===== config.mk =====
export PLATFORM = sky130hd
export DESIGN_NAME = twin_fetch
export DESIGN_NICKNAME = d
export VERILOG_FILES = /design/src/rtl/twin_fetch_pkg.sv /design/src/rtl/twin_fetch_pc.sv /design/src/rtl/twin_fetch_bufs.sv /design/src/rtl/twin_fetch_fsm.sv /design/src/rtl/twin_fetch.sv
export SDC_FILE = /design/constraint.sdc
export NUM_CORES = 1
export LEC_CHECK = 0
export CAP_MARGIN = 20
export CORE_MARGIN = 4
export CORE_UTILIZATION = 50
export DETAILED_ROUTE_END_ITERATION = 7
export PLACE_DENSITY_LB_ADDON = 0.25
export SKIP_LAST_GASP = 1
export SLEW_MARGIN = 40
export SYNTH_ARGS = -nofsm -noshare
export SYNTH_HDL_FRONTEND = slang
export SYNTH_SLANG_ARGS = --single-unit

===== constraint.sdc =====
create_clock -name clk -period 5.85 [get_ports clk]
set_clock_uncertainty 0.2 [all_clocks]
set_input_delay 1.17 -clock clk [delete_from_list [all_inputs] [get_ports clk]]
set_output_delay 1.17 -clock clk [all_outputs]
set_load 0.005 [all_outputs]

===== src/rtl/twin_fetch_pkg.sv =====
package twin_fetch_pkg;

  typedef enum logic [2:0] {
    ST_IDLE,
    ST_ADDR,
    ST_READ,
    ST_DECODE,
    ST_ISSUE
  } fetch_st_t;

  // Reduce a branch target into the memory range (targets stay below 2*depth).
  function automatic int unsigned fold_addr(int unsigned a, int unsigned depth);
    if (a >= depth) return a - depth;
    return a;
  endfunction

  // Sequential successor of a word address, wrapping at the top of memory.
  function automatic int unsigned next_seq(int unsigned a, int unsigned depth);
    if (a + 1 >= depth) return 0;
    return a + 1;
  endfunction

endpackage


===== src/rtl/twin_fetch_pc.sv =====
module twin_fetch_pc #(
  parameter int MEM_DEPTH = 1000,
  parameter int PC_W      = 10
) (
  input  logic            clk,
  input  logic            rst_n,
  input  logic            load,
  input  logic [PC_W-1:0] load_addr,
  input  logic            adv,
  input  logic            mar_load,
  output logic [PC_W-1:0] pc_q,
  output logic [PC_W-1:0] mar_q
);
  import twin_fetch_pkg::*;

  logic [PC_W-1:0] load_folded;
  logic [PC_W-1:0] pc_succ;

  assign load_folded = PC_W'(fold_addr(int'(unsigned'(load_addr)), MEM_DEPTH));
  assign pc_succ     = PC_W'(next_seq(int'(unsigned'(pc_q)), MEM_DEPTH));

  always_ff @(posedge clk) begin
    if (!rst_n) begin
      pc_q <= '0;
    end else if (load) begin
      pc_q <= load_folded;
    end else if (adv) begin
      pc_q <= pc_succ;
    end
  end

  always_ff @(posedge clk) begin
    if (!rst_n) begin
      mar_q <= '0;
    end else if (mar_load) begin
      mar_q <= pc_q;
    end
  end

endmodule


===== src/rtl/twin_fetch_bufs.sv =====
module twin_fetch_bufs #(
  parameter int WORD_W = 40,
  parameter int OP_W   = 8,
  parameter int AD_W   = 12
) (
  input  logic              clk,
  input  logic              rst_n,
  input  logic              cap,
  input  logic [WORD_W-1:0] word_in,
  input  logic              flush,
  input  logic              flush_right,
  input  logic              take_ibr,
  output logic [WORD_W-1:0] mbr_q,
  output logic [OP_W-1:0]   ir_op,
  output logic [AD_W-1:0]   ir_ad,
  output logic              ir_right,
  output logic              ibr_valid,
  output logic              skip_pend
);
  localparam int INS_W = OP_W + AD_W;

  logic [OP_W-1:0] ibr_op;
  logic [AD_W-1:0] ibr_ad;

  function automatic logic [OP_W-1:0] left_op(input logic [WORD_W-1:0] w);
    return w[WORD_W-1 -: OP_W];
  endfunction
  function automatic logic [AD_W-1:0] left_ad(input logic [WORD_W-1:0] w);
    return w[WORD_W-OP_W-1 -: AD_W];
  endfunction
  function automatic logic [OP_W-1:0] right_op(input logic [WORD_W-1:0] w);
    return w[INS_W-1 -: OP_W];
  endfunction
  function automatic logic [AD_W-1:0] right_ad(input logic [WORD_W-1:0] w);
    return w[AD_W-1:0];
  endfunction

  always_ff @(posedge clk) begin
    if (!rst_n) begin
      mbr_q     <= '0;
      ir_op     <= '0;
      ir_ad     <= '0;
      ir_right  <= 1'b0;
      ibr_op    <= '0;
      ibr_ad    <= '0;
      ibr_valid <= 1'b0;
      skip_pend <= 1'b0;
    end else if (flush) begin
      ibr_valid <= 1'b0;
      skip_pend <= flush_right;
    end else if (cap) begin
      mbr_q     <= word_in;
      skip_pend <= 1'b0;
      if (skip_pend) begin
        ir_op     <= right_op(word_in);
        ir_ad     <= right_ad(word_in);
        ir_right  <= 1'b1;
        ibr_valid <= 1'b0;
      end else begin
        ir_op     <= left_op(word_in);
        ir_ad     <= left_ad(word_in);
        ir_right  <= 1'b0;
        ibr_op    <= right_op(word_in);
        ibr_ad    <= right_ad(word_in);
        ibr_valid <= 1'b1;
      end
    end else if (take_ibr) begin
      ir_op     <= ibr_op;
      ir_ad     <= ibr_ad;
      ir_right  <= 1'b1;
      ibr_valid <= 1'b0;
    end
  end

endmodule


===== src/rtl/twin_fetch_fsm.sv =====
module twin_fetch_fsm (
  input  logic clk,
  input  logic rst_n,
  input  logic br_valid,
  input  logic iss_ready,
  input  logic ibr_valid,
  input  logic ir_right,
  output logic mar_load,
  output logic rd_en,
  output logic cap,
  output logic take_ibr,
  output logic iss_valid,
  output logic adv
);
  import twin_fetch_pkg::*;

  fetch_st_t st_q;
  fetch_st_t st_d;
  logic      fire;

  always_comb begin
    st_d = st_q;
    if (br_valid) begin
      st_d = ST_ADDR;
    end else begin
      case (st_q)
        ST_IDLE:   st_d = ST_ADDR;
        ST_ADDR:   st_d = ibr_valid ? ST_ISSUE : ST_READ;
        ST_READ:   st_d = ST_DECODE;
        ST_DECODE: st_d = ST_ISSUE;
        ST_ISSUE:  st_d = iss_ready ? ST_ADDR : ST_ISSUE;
        default:   st_d = ST_IDLE;
      endcase
    end
  end

  always_ff @(posedge clk) begin
    if (!rst_n) st_q <= ST_IDLE;
    else        st_q <= st_d;
  end

  assign iss_valid = (st_q == ST_ISSUE);
  assign fire      = iss_valid && iss_ready;
  assign rd_en     = (st_q == ST_READ);
  assign cap       = (st_q == ST_DECODE) && !br_valid;
  assign take_ibr  = (st_q == ST_ADDR) && ibr_valid && !br_valid;
  assign mar_load  = (st_q == ST_ADDR) && !ibr_valid && !br_valid;
  assign adv       = fire && ir_right && !br_valid;

endmodule


===== src/rtl/twin_fetch.sv =====
module twin_fetch #(
  parameter  int WORD_W    = 40,
  parameter  int OP_W      = 8,
  parameter  int MEM_DEPTH = 1000,
  localparam int INS_W     = WORD_W / 2,
  localparam int AD_W      = INS_W - OP_W,
  localparam int PC_W      = $clog2(MEM_DEPTH)
) (
  input  logic              clk,
  input  logic              rst_n,
  output logic              mem_rd_en,
  output logic [PC_W-1:0]   mem_addr,
  input  logic [WORD_W-1:0] mem_rdata,
  output logic [WORD_W-1:0] fetched_word,
  output logic              iss_valid,
  input  logic              iss_ready,
  output logic [OP_W-1:0]   iss_opcode,
  output logic [AD_W-1:0]   iss_addr,
  output logic              iss_right,
  input  logic              br_valid,
  input  logic [PC_W-1:0]   br_target,
  input  logic              br_right
);

  // Named internal events, visible to the bound checker.
  logic            mar_load_evt;
  logic            cap_evt;
  logic            take_ibr_evt;
  logic            adv_evt;
  logic            ibr_vld;
  logic            skip_pend;
  logic [PC_W-1:0] pc_q;

  twin_fetch_fsm u_fsm (
    .clk       (clk),
    .rst_n     (rst_n),
    .br_valid  (br_valid),
    .iss_ready (iss_ready),
    .ibr_valid (ibr_vld),
    .ir_right  (iss_right),
    .mar_load  (mar_load_evt),
    .rd_en     (mem_rd_en),
    .cap       (cap_evt),
    .take_ibr  (take_ibr_evt),
    .iss_valid (iss_valid),
    .adv       (adv_evt)
  );

  twin_fetch_pc #(
    .MEM_DEPTH (MEM_DEPTH),
    .PC_W      (PC_W)
  ) u_pc (
    .clk       (clk),
    .rst_n     (rst_n),
    .load      (br_valid),
    .load_addr (br_target),
    .adv       (adv_evt),
    .mar_load  (mar_load_evt),
    .pc_q      (pc_q),
    .mar_q     (mem_addr)
  );

  twin_fetch_bufs #(
    .WORD_W (WORD_W),
    .OP_W   (OP_W),
    .AD_W   (AD_W)
  ) u_bufs (
    .clk         (clk),
    .rst_n       (rst_n),
    .cap         (cap_evt),
    .word_in     (mem_rdata),
    .flush       (br_valid),
    .flush_right (br_right),
    .take_ibr    (take_ibr_evt),
    .mbr_q       (fetched_word),
    .ir_op       (iss_opcode),
    .ir_ad       (iss_addr),
    .ir_right    (iss_right),
    .ibr_valid   (ibr_vld),
    .skip_pend   (skip_pend)
  );

endmodule


Word level (Yosys, flattened, before mapping)
Cells that the tools add are included.
{ "word_totals": {"reg_bits": 106, "inputBits": 55, "output_inout_bits": 73, "elab_cells": 66} }
{ "op_classes": {"add_sub_neg": 2, "magnitude_cmp": 2, "eq_ne": 4, "mux": 25, "n_bitwise": 3, "n_reduce_logical": 18} }
{ "ops": {"columns": ["operator", "n"], "rows": [
  ["$mux 10", 5],
  ["$mux 12", 3],
  ["$mux 8", 3],
  ["$pmux 3 s5", 1],
  ["$add 10x1->11 const B", 1],
  ["$ge 11x10->1 const B", 1],
  ["$mux 1", 11],
  ["$ge 10x10->1 const B", 1],
  ["$sub 10x10->10 const B", 1],
  ["$logic_and 1x1->1", 8],
  ["$eq 3x2->1 const B", 2],
  ["$mux 3", 2],
  ["$reduce_bool 2->1", 3],
  ["$reduce_and 2->1", 2],
  ["$eq 3x1->1 const B", 1],
  ["$eq 3x3->1 const B", 1],
  ["$logic_not 3->1", 1],
  ["$not 1->1", 3],
  ["$reduce_and 3->1", 1],
  ["$logic_not 1->1", 2],
  ["$reduce_or 2->1", 1]
]} }

Depth between registers and ports, before layout
Gate-level depths: netlist of run 1.
{ "logic_depth": {"word_depth": 6, "ltp_mapped": 8, "ltp_nobuf": 7} }

Hierarchy
A second synthesis of run 1 with hierarchy kept.
{ "hier_totals": {"hier_cells": 548, "hier_area_um2": 4833.4} }
{ "by_module_without_submodules": {"columns": ["module", "instances", "cells_per_inst", "area_each_um2", "seq_area_each_um2"], "rows": [
  ["twin_fetch_bufs", 1, 393, 3489.6, 1661.6],
  ["twin_fetch_pc", 1, 132, 1158.6, 400.4],
  ["twin_fetch_fsm", 1, 23, 185.2, 60.1]
]} }

Least setup slack after synthesis of run 1
Ideal clock, no wire load.
{ "synth_path": {"path_type": "input to register", "startpoint": "in br_valid", "endpoint": "reg u_pc.pc_q[7]", "setup_time_ns": 0.058, "arrival_time_ns": 2.504, "t_required_ns": 5.592, "path_slack_ns": 3.088, "path_stages": 6, "path_buffers": 1, "cell_sequence": "clkbuf_1 -> a31oi_4 -> or2_1 -> or4_4 -> o221ai_2 -> o21a_1"} }
{ "synth_via": {"elab_chain_len": 3, "elab_cells_between_ends": 4, "cone_classes": "1 x mux; 3 x reduce/logical"} }
{ "synth_rtl": {"columns": ["item", "line_no", "source"], "rows": [
  ["start: declaration", "twin_fetch.sv:20", "input logic br_valid,"],
  ["$logic_not 1->1", "twin_fetch_fsm.sv:48", "assign adv = fire && ir_right && !br_valid;"],
  ["$logic_and 1x1->1", "twin_fetch_fsm.sv:48", null],
  ["$reduce_bool 2->1 (no line)", null, null],
  ["end signal: assignment", "twin_fetch_pc.sv:26", "pc_q <= load_folded;"],
  ["end signal: assignment", "twin_fetch_pc.sv:28", "pc_q <= pc_succ;"],
  ["end: declaration", "twin_fetch_pc.sv:11", "output logic [PC_W-1:0] pc_q,"]
]} }
Several ways; a longest one is shown, not always the timed one.
A chain may end at the register's enable or synchronous reset.

Worst setup path in the final report of run 1
{ "layout_path": {"startpoint": "reg u_fsm.st_q[2]", "endpoint": "out iss_valid"} }
{ "layout_via": {"elab_chain_len": 1} }
{ "layout_rtl": {"columns": ["item", "line_no", "source"], "rows": [
  ["start: declaration", "twin_fetch_fsm.sv:17", "fetch_st_t st_q;"],
  ["start signal: assignment", "twin_fetch_fsm.sv:39", "else st_q <= st_d;"],
  ["$eq 3x3->1", "twin_fetch_fsm.sv:42", "assign iss_valid = (st_q == ST_ISSUE);"],
  ["end: declaration", "twin_fetch.sv:15", "output logic iss_valid,"]
]} }
No other way between the ends.

==> results.md, run 1 <==
- The number of cells on the worst reg-to-reg path is 7.
- The slack of the worst reg-to-reg path is 3390 ps.
- VDD sags by at most 174 µV.
- Once layout is complete, the utilization of the core stands at 0.687.
- The library cells used most frequently in the layout, excluding fill and tap cells, are nand2_1 (168), clkdlybuf4s50_1 (125), dfxtp_1 (106), a21boi_0 (70).
- In this run, post-CTS hold repair placed 0 buffers.
- The number of antenna repair diodes is 0.
- The via count of the first global-routing pass came to 4240.
- Detailed placement ended at an HPWL of 9510 µm.
- The count of unresolved DRC violations after routing is 0.
- The count of input and output buffers is 127.
- Once the clock tree was built, the resizer swapped 0 gates to a different size.
- Once detail routing completed, the nets flagged for antenna violations numbered 0.
- The wire length of the first global-routing pass is 21500 µm.
- The worst hold path depth is 2.
- TritonCTS built the clock tree.
- The most used routing layer in global routing is met2.
- The area overhead of the layout relative to synthesis is 32.1%.
- Across every metal layer, demand over resource in global routing totals 0.233.
- In the final layout, flip-flops and latches occupy 0.00212 mm².
- The via count is 4477.
- STA classifies the critical path endpoint as an output pin.
- The initial standard-cell utilization of the core is 0.520.
- The number of synthesized register bits is 106.
- Of the available clock period, the critical path in the final layout requires 0.525.
- The later pin in the worst-skew pair is clocked with a latency of 370 ps.
- The initial antenna violation count is 0.
- The tightest hold path in the finished design has a slack of 269 ps.
- In the global route stage, met3 resource usage came out at 0.0686.
- The number of endpoints with negative hold slack in the final report came to 0.
- The root buffer cell chosen for the clock tree is clkbuf_8.
- The flow ran to the end, and the final reports show no timing, DRC or antenna violations.
- Setup repair after global routing left no endpoint under its margin.
- 128 I/O pins were placed.
- After clock tree synthesis, the clock-pin slew on the worst setup and hold paths is 110 ps.
- The global routing met1 resource utilization is 0.309.
- The height of the chip is 107 µm.
- The number of warning messages in the yosys log is 0.
- Counting every sink on the clock net gives 106.
- The maximum level of the CTS H-tree is 3.
- The cell area power density is 228 mW/mm².
- The detailed-route vias per instance is 5.55.
- Of all flip-flops after synthesis, the portion carrying an async set or reset was 0.
- The leading cell type in the layout, fill and taps excluded is nand2_1.
- The total standard cell area after synthesis is 0.00485 mm².
- Clock tree synthesis inserted a total of 9 buffers.
- The number of setup buffers added after CTS is 0.
- The placed instance area is 0.00616 mm².
- The synthesized design contains 0 enable-type register cells.
- The core area is 0.00933 mm².
- In this run the critical register-to-register path is launched from u_pc.pc_q[1]$_SDFFE_PN0P_.
- For the pin with the worst max-slew slack, the measured transition is 748 ps.
- The endpoint of the worst hold path is u_bufs.ibr_ad[6]$_SDFFE_PN0P_.
- The multi-input combinational cells in the finished layout cover a total of 0.00252 mm².
- The post-synthesis sequential area ratio is 0.437.
- The kind of critical path is reg2out.
- The maximum clock frequency is 325 MHz.
- Entering global routing, the biggest net connects 68 pins.
- The leakage power is 2.39 nW.
- The share of cells above drive strength 1 is 0.0546.
- The layout net count is 730.
- The longest clock path from root to sink contains 2 buffers.
- The required time of the worst setup path is 4480 ps.
- When the netlist entered floorplanning its net count stood at 633.
- The wire length reported by the detailed router is 13200 µm.
- The max-slew violation count was 0.
- The first TritonRoute pass finished after 4 iterations.
- Summed over all layers, the global routing overflow is 0.
- The average cell area after synthesis is 8.43 µm².
- Row generation in the floorplan step produced 35 rows.
- The worst pin sits at a relative slew slack of 0.502.
- The overall die area is 0.0113 mm².
- In the synthesized netlist the dominant register cell turns out to be dfxtp_1.
- At the end of routability-driven placement, the weighted congestion stood at 0.913.
- The worst setup path is launched from a flip-flop.
- Dividing the detail-routed wire length by the instance count gives 16.4 µm.
- The largest fanout on the critical path is 6.
- The number of filler instances in the final layout is 751.
- The final instance area is 0.00641 mm².
- The worst register-to-register path ends at u_pc.pc_q[3]$_SDFFE_PN0P_.
- The hold path startpoint is u_bufs.ibr_ad[6]$_SDFFE_PN0P_.
- Data arrives at the worst endpoint at 1700 ps.
- The total of max-cap violations is 0.
- In the synthesized netlist, the number of instances is 576.
- The count of distinct cell types in the synthesized netlist is 55.
- The met2 track demand over resource is 0.381.
- The post-route setup TNS is 0 ps.
- Setup violations remaining at the end of the flow were counted as 0.
- In this run the horizontal extent of the chip is 107 µm.
- The worst min-delay path category is reg2reg.
- The minimum period implied by the final worst setup slack is 3070 ps.
- The initial DRC count is 237.
[layer usage]
metal	wire length, µm	share of wire
met5	0	0
met4	77	0.0058
met3	911	0.069
met2	6390	0.48
met1	5860	0.44
[final cells by class]
cell class	instances	area share
clock buffer	10	0.0199
clock inverter	6	0.0185
sequential	106	0.331
timing repair buffer	134	0.205
inverter	11	0.00644
tap	129	0.0252
multi-input combinational	411	0.394
[cell families (layout without fill, tap and decap cells)]
logic type,count (synthesis),in the layout,synth area share
simple gates,231,231,0.206
xor+xnor,1,1,0.00180
flops,106,106,0.437
fa+ha+maj,2,2,0.00516
buf+inv,59,161,0.0474
compound gates,155,155,0.257
mux,22,22,0.0454
[synth_stat cells (all sizes together) (3+ instances only)]
| library cell | instances | area share |
|---|---|---|
| nand2 | 168 | 0.13 |
| dfxtp | 106 | 0.44 |
| a21boi | 70 | 0.11 |
| clkbuf | 41 | 0.032 |
| mux2i | 22 | 0.045 |
| o211a | 22 | 0.045 |
| o311ai | 20 | 0.036 |
| nand3 | 17 | 0.019 |
| nor2 | 13 | 0.010 |
| inv | 11 | 0.0085 |
| nor3 | 10 | 0.010 |
| o21ai | 10 | 0.010 |
| a21oi | 9 | 0.0093 |
| buf | 7 | 0.0072 |
| o21a | 7 | 0.011 |
| nand2b | 3 | 0.0039 |
| nand4 | 3 | 0.0052 |
[worst max-delay path by stage]
stage                        startpoint  cells past startpoint                        endpoint
2_1_floorplan                  br_valid                      6       u_pc.pc_q[7]$_SDFFE_PN0P_
3_3_place_gp                   br_valid                      8   u_bufs.ibr_ad[9]$_SDFFE_PN0P_
3_5_place_dp                   br_valid                      8   u_bufs.ibr_ad[5]$_SDFFE_PN0P_
4_1_cts                        br_valid                      8  u_bufs.ibr_ad[10]$_SDFFE_PN0P_
5_1_grt        u_fsm.st_q[2]$_SDFF_PP0_                      2                       iss_valid
6_report       u_fsm.st_q[2]$_SDFF_PP0_                      2                       iss_valid
[power by group]
| group | switching (mW) | total (mW) | internal, mW |
|---|---|---|---|
| clock network | 0.263 | 0.554 | 0.291 |
| logic | 0.0713 | 0.152 | 0.0805 |
| registers | 0.0207 | 0.758 | 0.737 |
| total | 0.355 | 1.46 | 1.11 |
[critical path, cell delays in order, from the launching register on]
cell             delay (ps)
dfxtp_1                 410
nor3b_4                 340
clkdlybuf4s50_1         600
[state kept, by name, indices dropped and copies added (netlist names)]
register and cells:
u_pc.pc_q 10, u_bufs.skip_pend 1, u_bufs.ibr_valid 1, u_bufs.ibr_ad 12, u_fsm.st_q 3, u_bufs.mbr_q 40
u_bufs.ir_right 1, u_pc.mar_q 10, u_bufs.ir_ad 12, u_bufs.ibr_op 8, u_bufs.ir_op 8
[metrics by stage]
stage	cells	power, mW	worst slack (ps)
global placement	791	0.921	2040
detailed placement	791	0.925	2370
floorplan	576	0.843	3090
finish	807	1.46	2780
CTS	807	1.47	2690
global route	807	1.51	2710
(Power assumes the default switching activity.)
==> inputs of run 2 (changes only) <==
--- a/config.mk
+++ b/config.mk
@@ -7,7 +7,7 @@
 export LEC_CHECK = 0
 export CAP_MARGIN = 20
 export CORE_MARGIN = 4
-export CORE_UTILIZATION = 50
+export CORE_UTILIZATION = 44
 export DETAILED_ROUTE_END_ITERATION = 7
 export PLACE_DENSITY_LB_ADDON = 0.25
 export SKIP_LAST_GASP = 1
==> constraint.sdc (replaced) <==
create_clock -name clk -period 2.7 [get_ports clk]
set_clock_uncertainty 0.2 [all_clocks]
set_input_delay 0.54 -clock clk [delete_from_list [all_inputs] [get_ports clk]]
set_output_delay 0.54 -clock clk [all_outputs]
set_load 0.005 [all_outputs]
==> results.md, run 2 (same netlist as run 1, synthesis figures left out) <==
- The flow ran to the end, and the final reports show no timing, DRC or antenna violations.
- The pin slew with the least headroom to its limit was 756 ps (+7.87 ps).
- The net switching power figure is 0.744 mW (+110%).
- Setup repair after global routing left no endpoint under its margin.
- The post-route setup TNS is 0 ps (unchanged).
- The logic gate share of total power is 0.113 (+0.009).
- The number of clock sinks seen by CTS is 106 (unchanged).
- The residual overflow from global routing is 0 (unchanged).
- Derived from the worst setup path, the maximum achievable clock frequency is 402 MHz.
- The detail-routed net length per standard cell is 16.0 µm (-2.4%).
- The maximum count of clock buffers along a single path came to 2 (unchanged).
- The number of setup buffers added after CTS is 0 (unchanged).
- The overall die area is 0.0128 mm² (+13%).
- The detailed-router iteration count before antenna repair was 4 (unchanged).
- The worst setup path is captured at an output pin.
- The number of buffers created by CTS is 9 (unchanged).
- The library cells used most frequently in the layout, excluding fill and tap cells, are nand2_1 (168), clkdlybuf4s50_1 (125), dfxtp_1 (106), a21boi_0 (70).
- The final count of negative-setup-slack endpoints came to 0 (unchanged).
- The post-placement cell count is 813 (+2.8%).
- The height of the chip is 113 µm (+6.1%).
- The via count of the first global-routing pass is 4286 (+1.1%).
- The hold-fix buffer count after cts came to 0 (unchanged).
- The routability-driven placement congestion ratio came to 0.876 (-4.0%).
- The max-slew violation count is 0 (unchanged).
- The initial antenna violation count came to 0 (unchanged).
- In the final layout, the registers with the most flip-flops are u_bufs.mbr_q: 40 flops, u_bufs.ibr_ad: 12 flops, u_bufs.ir_ad: 12 flops.
- The share of cells above drive strength 1 is 0.0653 (+0.0107).
- The count of input and output buffers is 127 (unchanged).
- The wire length reported by the detailed router is 13300 µm (+0.31%).
- For the finished layout, the period the worst path requires is 2490 ps.
- The detailed placer's ending HPWL is 9620 µm (+1.2%).
- On the critical path, the stage with the largest delay is an instance of clkdlybuf4s50_1.
- The clock transition at the registers of the reported paths was 100 ps (about the same).
- The required time of the worst setup path came to 1960 ps (-2520 ps).
- The fraction of the cycle the final worst path needs is 0.922.
- The number of rows in the core area was 38 (+8.6%).
- The min-delay analysis places its worst path in the category reg2reg.
- The number of instances resized during post-cts repair is 0 (unchanged).
- STA classifies the critical path startpoint as a flip-flop.
- TritonCTS built the clock tree.
- The root buffer cell is clkbuf_8.
- The initial standard-cell utilization of the core came to 0.448 (-0.0726).
- The clock insertion delay at the later pin of the skew report is 370 ps (about the same).
- The relative contribution of sequential cells to total power is 0.536 (+0.018).
- The critical path arrival came to 1750 ps (+50 ps).
- The total track usage is 0.207 (-0.0254).
- The critical path is of the reg2out type.
- The switching fraction of total power is 0.243 (+0.000715).
- Leaving out fill and tap cells, the most frequent cell in the layout is nand2_1.
- The number of antenna repair diodes is 0 (unchanged).
- Counting flops per register, the top entry is u_bufs.mbr_q.
- The via count is 4458 (-0.42%).
- The count of unresolved DRC violations after routing is 0 (unchanged).
- The maximum ir drop on the vdd rail came to 333 µV (+91%).
- The initial DRC count is 281 (+19%).
- The number of flip-flops under the largest register name came to 40 (unchanged).
- The layout net count is 741 (+1.5%).
- The die width is 113 µm (+6.1%).
- The leakage power is 2.43 nW (+1.6%).
- The total internal power was 2.31 mW (+110%).
- The largest incremental delay on the critical path was 570 ps (-30 ps).
- The worst slew margin relative to its limit is 0.496 (-0.00524).
- The detailed-route vias per instance was 5.38 (-3.1%).
- The maximum number of pins on one net before global-route repair is 66 (-2.9%).
- The post-route non-filler standard cell count is 829 (+2.7%).
- The largest fanout on the critical path is 6 (unchanged).
- The wire length of the first global-routing pass is 21600 µm (+0.68%).
- The remaining number of nets flagged by the antenna check after routing is 0 (unchanged).
- The number of endpoints with negative hold slack in the final report is 0 (unchanged).
- The core area was 0.0108 mm² (+16%).
- The number of top-level pins came to 128 (unchanged).
- The total of max-cap violations came to 0 (unchanged).
- The portion of total power attributed to the clock network is 0.351 (-0.027).
- The signal on the critical path passes through nor3b_4 > clkdlybuf4s50_1.
- The area overhead of the layout relative to synthesis is 33.6%.
- The maximum level of the CTS H-tree is 3 (unchanged).
- The cell area power density came to 471 mW/mm² (+110%).
==> run 2: layout make-up <==
class,instances,area (µm²)
fill,1001,4360
clock inverter,5,85.1
tap,140,175
timing repair buffer,145,1420
clock buffer,11,131
multi-input combinational,411,2510
sequential,106,2120
inverter,11,41.3
==> run 2: worst paths after layout <==
kind	startpoint	endpoint	slack [ps]	cells past startpoint
setup / recovery	u_fsm.st_q[2]$_SDFF_PP0_	iss_valid	210	2
hold reg to reg	u_bufs.mbr_q[11]$_SDFFE_PN0P_	u_bufs.mbr_q[11]$_SDFFE_PN0P_	270	2
setup reg to reg	u_pc.pc_q[0]$_SDFFE_PN0P_	u_pc.pc_q[3]$_SDFFE_PN0P_	220	7
hold / removal	u_bufs.mbr_q[11]$_SDFFE_PN0P_	u_bufs.mbr_q[11]$_SDFFE_PN0P_	270	2
==> run 2: routing by layer <==
layer,up-vias,global-route usage,part of all wire
met2,148,0.323,0.44
met3,12,0.0701,0.078
met4,0,0.0553,0.0099
met1,2076,0.276,0.47
li1,2222,-,-
met5,-,0,0
==> run 2: power by group through the flow <==
stage / registers, mW / logic (mW) / clock network [mW]
finish: 1.64 / 0.346 / 1.07
global route: 1.64 / 0.378 / 1.16
CTS: 1.64 / 0.346 / 1.11
detailed placement: 1.68 / 0.345 / 0
global placement: 1.67 / 0.340 / 0
floorplan: 1.65 / 0.172 / 0
==> run 2: through the flow <==
| stage | util | power, mW | worst slack [ps] | hold WS, ps | cell area, µm² |
|---|---|---|---|---|---|
| after floorplan | - | 1.83 | 515 | 244 | 4850 |
| after CTS | 0.598 | 3.10 | 196 | 270 | 6480 |
| after global placement | 0.578 | 2.01 | 220 | 250 | 6270 |
| after global routing | 0.598 | 3.19 | 31.3 | 287 | 6480 |
| final | 0.598 | 3.06 | 210 | 266 | 6480 |
| after detailed placement | 0.578 | 2.02 | 135 | 256 | 6270 |
==> run 2: critical path: cells and delay by family (launching register included) <==
| family | cells | cell delay, ps |
|---|---|---|
| flops | 1 | 430 |
| simple gates | 1 | 390 |
| buf+inv | 1 | 570 |
==> inputs of run 3 (changes only) <==
--- a/config.mk
+++ b/config.mk
@@ -11,7 +11,8 @@
 export DETAILED_ROUTE_END_ITERATION = 7
 export PLACE_DENSITY_LB_ADDON = 0.25
 export SKIP_LAST_GASP = 1
-export SLEW_MARGIN = 40
+export SLEW_MARGIN = 20
 export SYNTH_ARGS = -nofsm -noshare
 export SYNTH_HDL_FRONTEND = slang
+export SYNTH_HIERARCHICAL = 1
 export SYNTH_SLANG_ARGS = --single-unit
==> results.md, run 3 <==
- The flow ran to the end, and the final reports show no timing, DRC or antenna violations.
- The total power came to 2.96 mW (-3.3%).
- The number of buffers created by CTS is 9 (unchanged).
- The top cell types in the final layout, fill and taps aside, are clkdlybuf4s50_1 (126), nand2_1 (110), dfxtp_1 (104), nor2_1 (42), a21oi_1 (32).
- The post-synthesis sequential area ratio is 0.439 (+0.00181).
- The number of antenna repair diodes came to 0 (unchanged).
- The maximum count of clock buffers along a single path was 2 (unchanged).
- For this run, the leading register cell type out of synthesis is dfxtp_1.
- Ranked by flip-flop count, first place goes to u_bufs/mbr_q.
- The post-route setup TNS was 0 ps (unchanged).
- The cell area power density was 465 mW/mm² (-1.4%).
- The detailed placer's ending HPWL was 9140 µm (-5.1%).
- The worst hold path depth is 2 (unchanged).
- The core area is 0.0108 mm² (-0.44%).
- The initial DRC count is 383 (+36%).
- The height of the chip is 113 µm (-0.19%).
- The final instance area is 0.00636 mm² (-1.9%).
- The leakage power is 2.23 nW (-8.3%).
- The residual overflow from global routing is 0 (unchanged).
- The detail-routed net length per standard cell is 15.9 µm (-0.70%).
- The placed instance area is 0.00615 mm² (-1.9%).
- The share of the synthesized area in the top cell type is 0.439 (+0.00181).
- The number of rows in the core area is 38 (unchanged).
- The detailed-router iteration count before antenna repair is 5 (+1).
- The area overhead of the layout relative to synthesis is 31.6%.
- The minimum period implied by the final worst setup slack is 2480 ps (-6.78 ps).
- The largest registers in the layout are u_bufs/mbr_q: 40 flops, u_bufs/ibr_ad: 12 flops, u_bufs/ir_ad: 12 flops.
- The fraction of the cycle the final worst path needs came to 0.920 (-0.00251).
- The maximum clock frequency came to 403 MHz (+0.27%).
- The number of clock sinks seen by CTS is 106 (unchanged).
- The fraction of registers with async set/reset came to 0 (unchanged).
- The clock transition at the registers of the reported paths came to 110 ps (about the same).
- The maximum number of pins on one net before global-route repair is 62 (-6.1%).
- The critical path is of the reg2reg type.
- The wire length of the first global-routing pass is 20800 µm (-3.9%).
- The number of cells on the worst reg-to-reg path is 7 (unchanged).
- The clock insertion delay at the later pin of the skew report is 370 ps (about the same).
- The average cell area after synthesis is 8.82 µm² (+4.7%).
- The library cell used most frequently in the layout, excluding fill and tap cells, is clkdlybuf4s50_1.
- The tree is rooted in a clkbuf_8.
- The wire length reported by the detailed router is 12800 µm (-3.6%).
- The number of flip-flops under the largest register name is 40 (unchanged).
- The initial antenna violation count is 0 (unchanged).
- The via count is 4285 (-3.9%).
- The synthesized design spends more area on one cell type than any other, namely dfxtp_1.
- The maximum level of the CTS H-tree came to 3 (unchanged).
- The number of top-level pins is 128 (unchanged).
- The number of warning messages in the yosys log is 6 (+6).
- The remaining number of nets flagged by the antenna check after routing came to 0 (unchanged).
- Traced cell by cell, the critical path runs through ha_1 > nand3_2 > or3_1 > a21oi_2 > a31oi_2 > and4b_1 > o31a_1.
- In the synthesized netlist, the cells that appear most often are nand2_1 (110), dfxtp_1 (106), nor2_1 (42).
- By area the synthesized netlist is led by dfxtp_1 (44%), nand2_1 (8.5%), mux2i_1 (6.4%).
- The number of synthesized register bits is 106 (unchanged).
- The critical path arrival is 2540 ps (+790 ps).
- The share of the core filled with cells in the final layout is 0.589 (-0.00884).
- The worst slew margin relative to its limit was 0.528 (+0.0322).
- Setup repair after global routing left no endpoint under its margin.
- The element type at the critical path end is a flip-flop.
- The maximum ir drop on the vdd rail was 227 µV (-32%).
- The share of cells above drive strength 1 was 0.0782 (+0.0129).
- TritonCTS built the clock tree.
- The die width is 113 µm (-0.19%).
- The synthesized net count is 605 (-4.4%).
- The count of input and output buffers is 127 (unchanged).
- The worst setup path is launched from a flip-flop.
- The via count of the first global-routing pass is 4188 (-2.3%).
- The required time of the worst setup path is 2760 ps (+800 ps).
- The detailed-route vias per instance was 5.32 (-1.0%).
- The hold-fix buffer count after cts is 0 (unchanged).
- The count of unresolved DRC violations after routing was 0 (unchanged).
- The pin slew with the least headroom to its limit was 707 ps (-48.3 ps).
- The max-slew violation count was 0 (unchanged).
- The count of distinct cell types in the synthesized netlist is 57 (+3.6%).
- The largest fanout on the critical path came to 7 (+1).
- The number of enable flip-flop cells after synthesis is 0 (unchanged).
- The largest incremental delay on the critical path is 430 ps (-140 ps).
- The pre-CTS setup slack was 32.9 ps (-102 ps).
- The final worst setup slack was 217 ps (+6.78 ps).
- The total of max-cap violations is 0 (unchanged).
- The number of endpoints with negative hold slack in the final report is 0 (unchanged).
- The instance count of the mapped netlist came to 548 (-4.9%).
- The initial standard-cell utilization of the core is 0.448 (about the same).
- The final count of negative-setup-slack endpoints was 0 (unchanged).
- The path class of the tightest hold or removal check is reg2reg.
- The total standard cell area after synthesis is 0.00483 mm² (-0.41%).
- The slowest stage of the critical path is the dfxtp_2 cell.
- The layout net count is 717 (-3.2%).
- The most frequent cell after synthesis is nand2_1.
- The routability-driven placement congestion ratio was 0.843 (-3.8%).
- The total track usage is 0.198 (-0.00870).
- The overall die area is 0.0127 mm² (-0.38%).
## run 3: cell types whose count changed after synthesis, sizes merged, moves of 11 or more
cell	previous run	this run
o311ai	20	0
o21ai	10	24
a22o	2	21
nand2	168	110
buf	7	28
clkbuf	41	14
a21oi	9	33
nor2	13	43
nand3	17	6
o211a	22	0
## run 3: path summary, 6_finish.rpt
kind,startpoint,slack (ps),to
max,u_pc/pc_q[1]$_SDFFE_PN0P_,220,u_pc/pc_q[4]$_SDFFE_PN0P_
max reg2reg,u_pc/pc_q[1]$_SDFFE_PN0P_,220,u_pc/pc_q[4]$_SDFFE_PN0P_
min reg2reg,u_bufs/mbr_q[36]$_SDFFE_PN0P_,260,u_bufs/mbr_q[36]$_SDFFE_PN0P_
min,u_bufs/mbr_q[36]$_SDFFE_PN0P_,260,u_bufs/mbr_q[36]$_SDFFE_PN0P_
## run 3: cell type report
class	instances	area, µm²
fill	999	4430
multi-input combinational	395	2420
sequential	106	2120
timing repair buffer	143	1410
tap	140	175
clock buffer	10	128
clock inverter	6	83.8
inverter	5	18.8
## run 3: cells by family (layout without fill, tap and decap cells)
family                   after synthesis  in the layout  synth area share
AO/OA/AOI/OAI                        161            161             0.232
XOR/XNOR                               5              5            0.0106
adder cells (fa/ha/maj)                2              2           0.00518
buffers and inverters                 47            164            0.0614
flip-flops                           106            106             0.439
multiplexers                          32             32            0.0665
AND/OR/NAND/NOR                      195            195             0.185
## run 3: per-stage QoR
step,cells,hold WS (ps)
detailed placement,789,251
floorplan,548,251
CTS,805,267
global route,805,286
finish,805,264
global placement,789,241
## run 3: timing repair
action                                  4_1_cts  5_1_grt
resized for setup                             0        1
endpoints found under the setup margin        0        1
buffers inserted                              0        0
## run 3: routing by layer
metal | wire length, µm | global-route usage | vias to the layer above
met4 | 138 | 0.0561 | 0
met1 | 5570 | 0.250 | 2028
met5 | 0 | 0 | -
met3 | 754 | 0.0481 | 13
met2 | 6340 | 0.339 | 124
li1 | - | - | 2120
## run 3: where the power goes
part	switching (mW)	internal, mW	total [mW]
Sequential	0.0347	1.59	1.62
Combinational	0.134	0.164	0.298
Clock	0.585	0.454	1.04
## run 3: worst max-delay path: cells and delay by family, from the launching register on
kind | cells | cell delay [ps]
adder cells (fa/ha/maj) | 1 | 280
flip-flops | 1 | 430
AND/OR/NAND/NOR | 3 | 750
AO/OA/AOI/OAI | 3 | 700
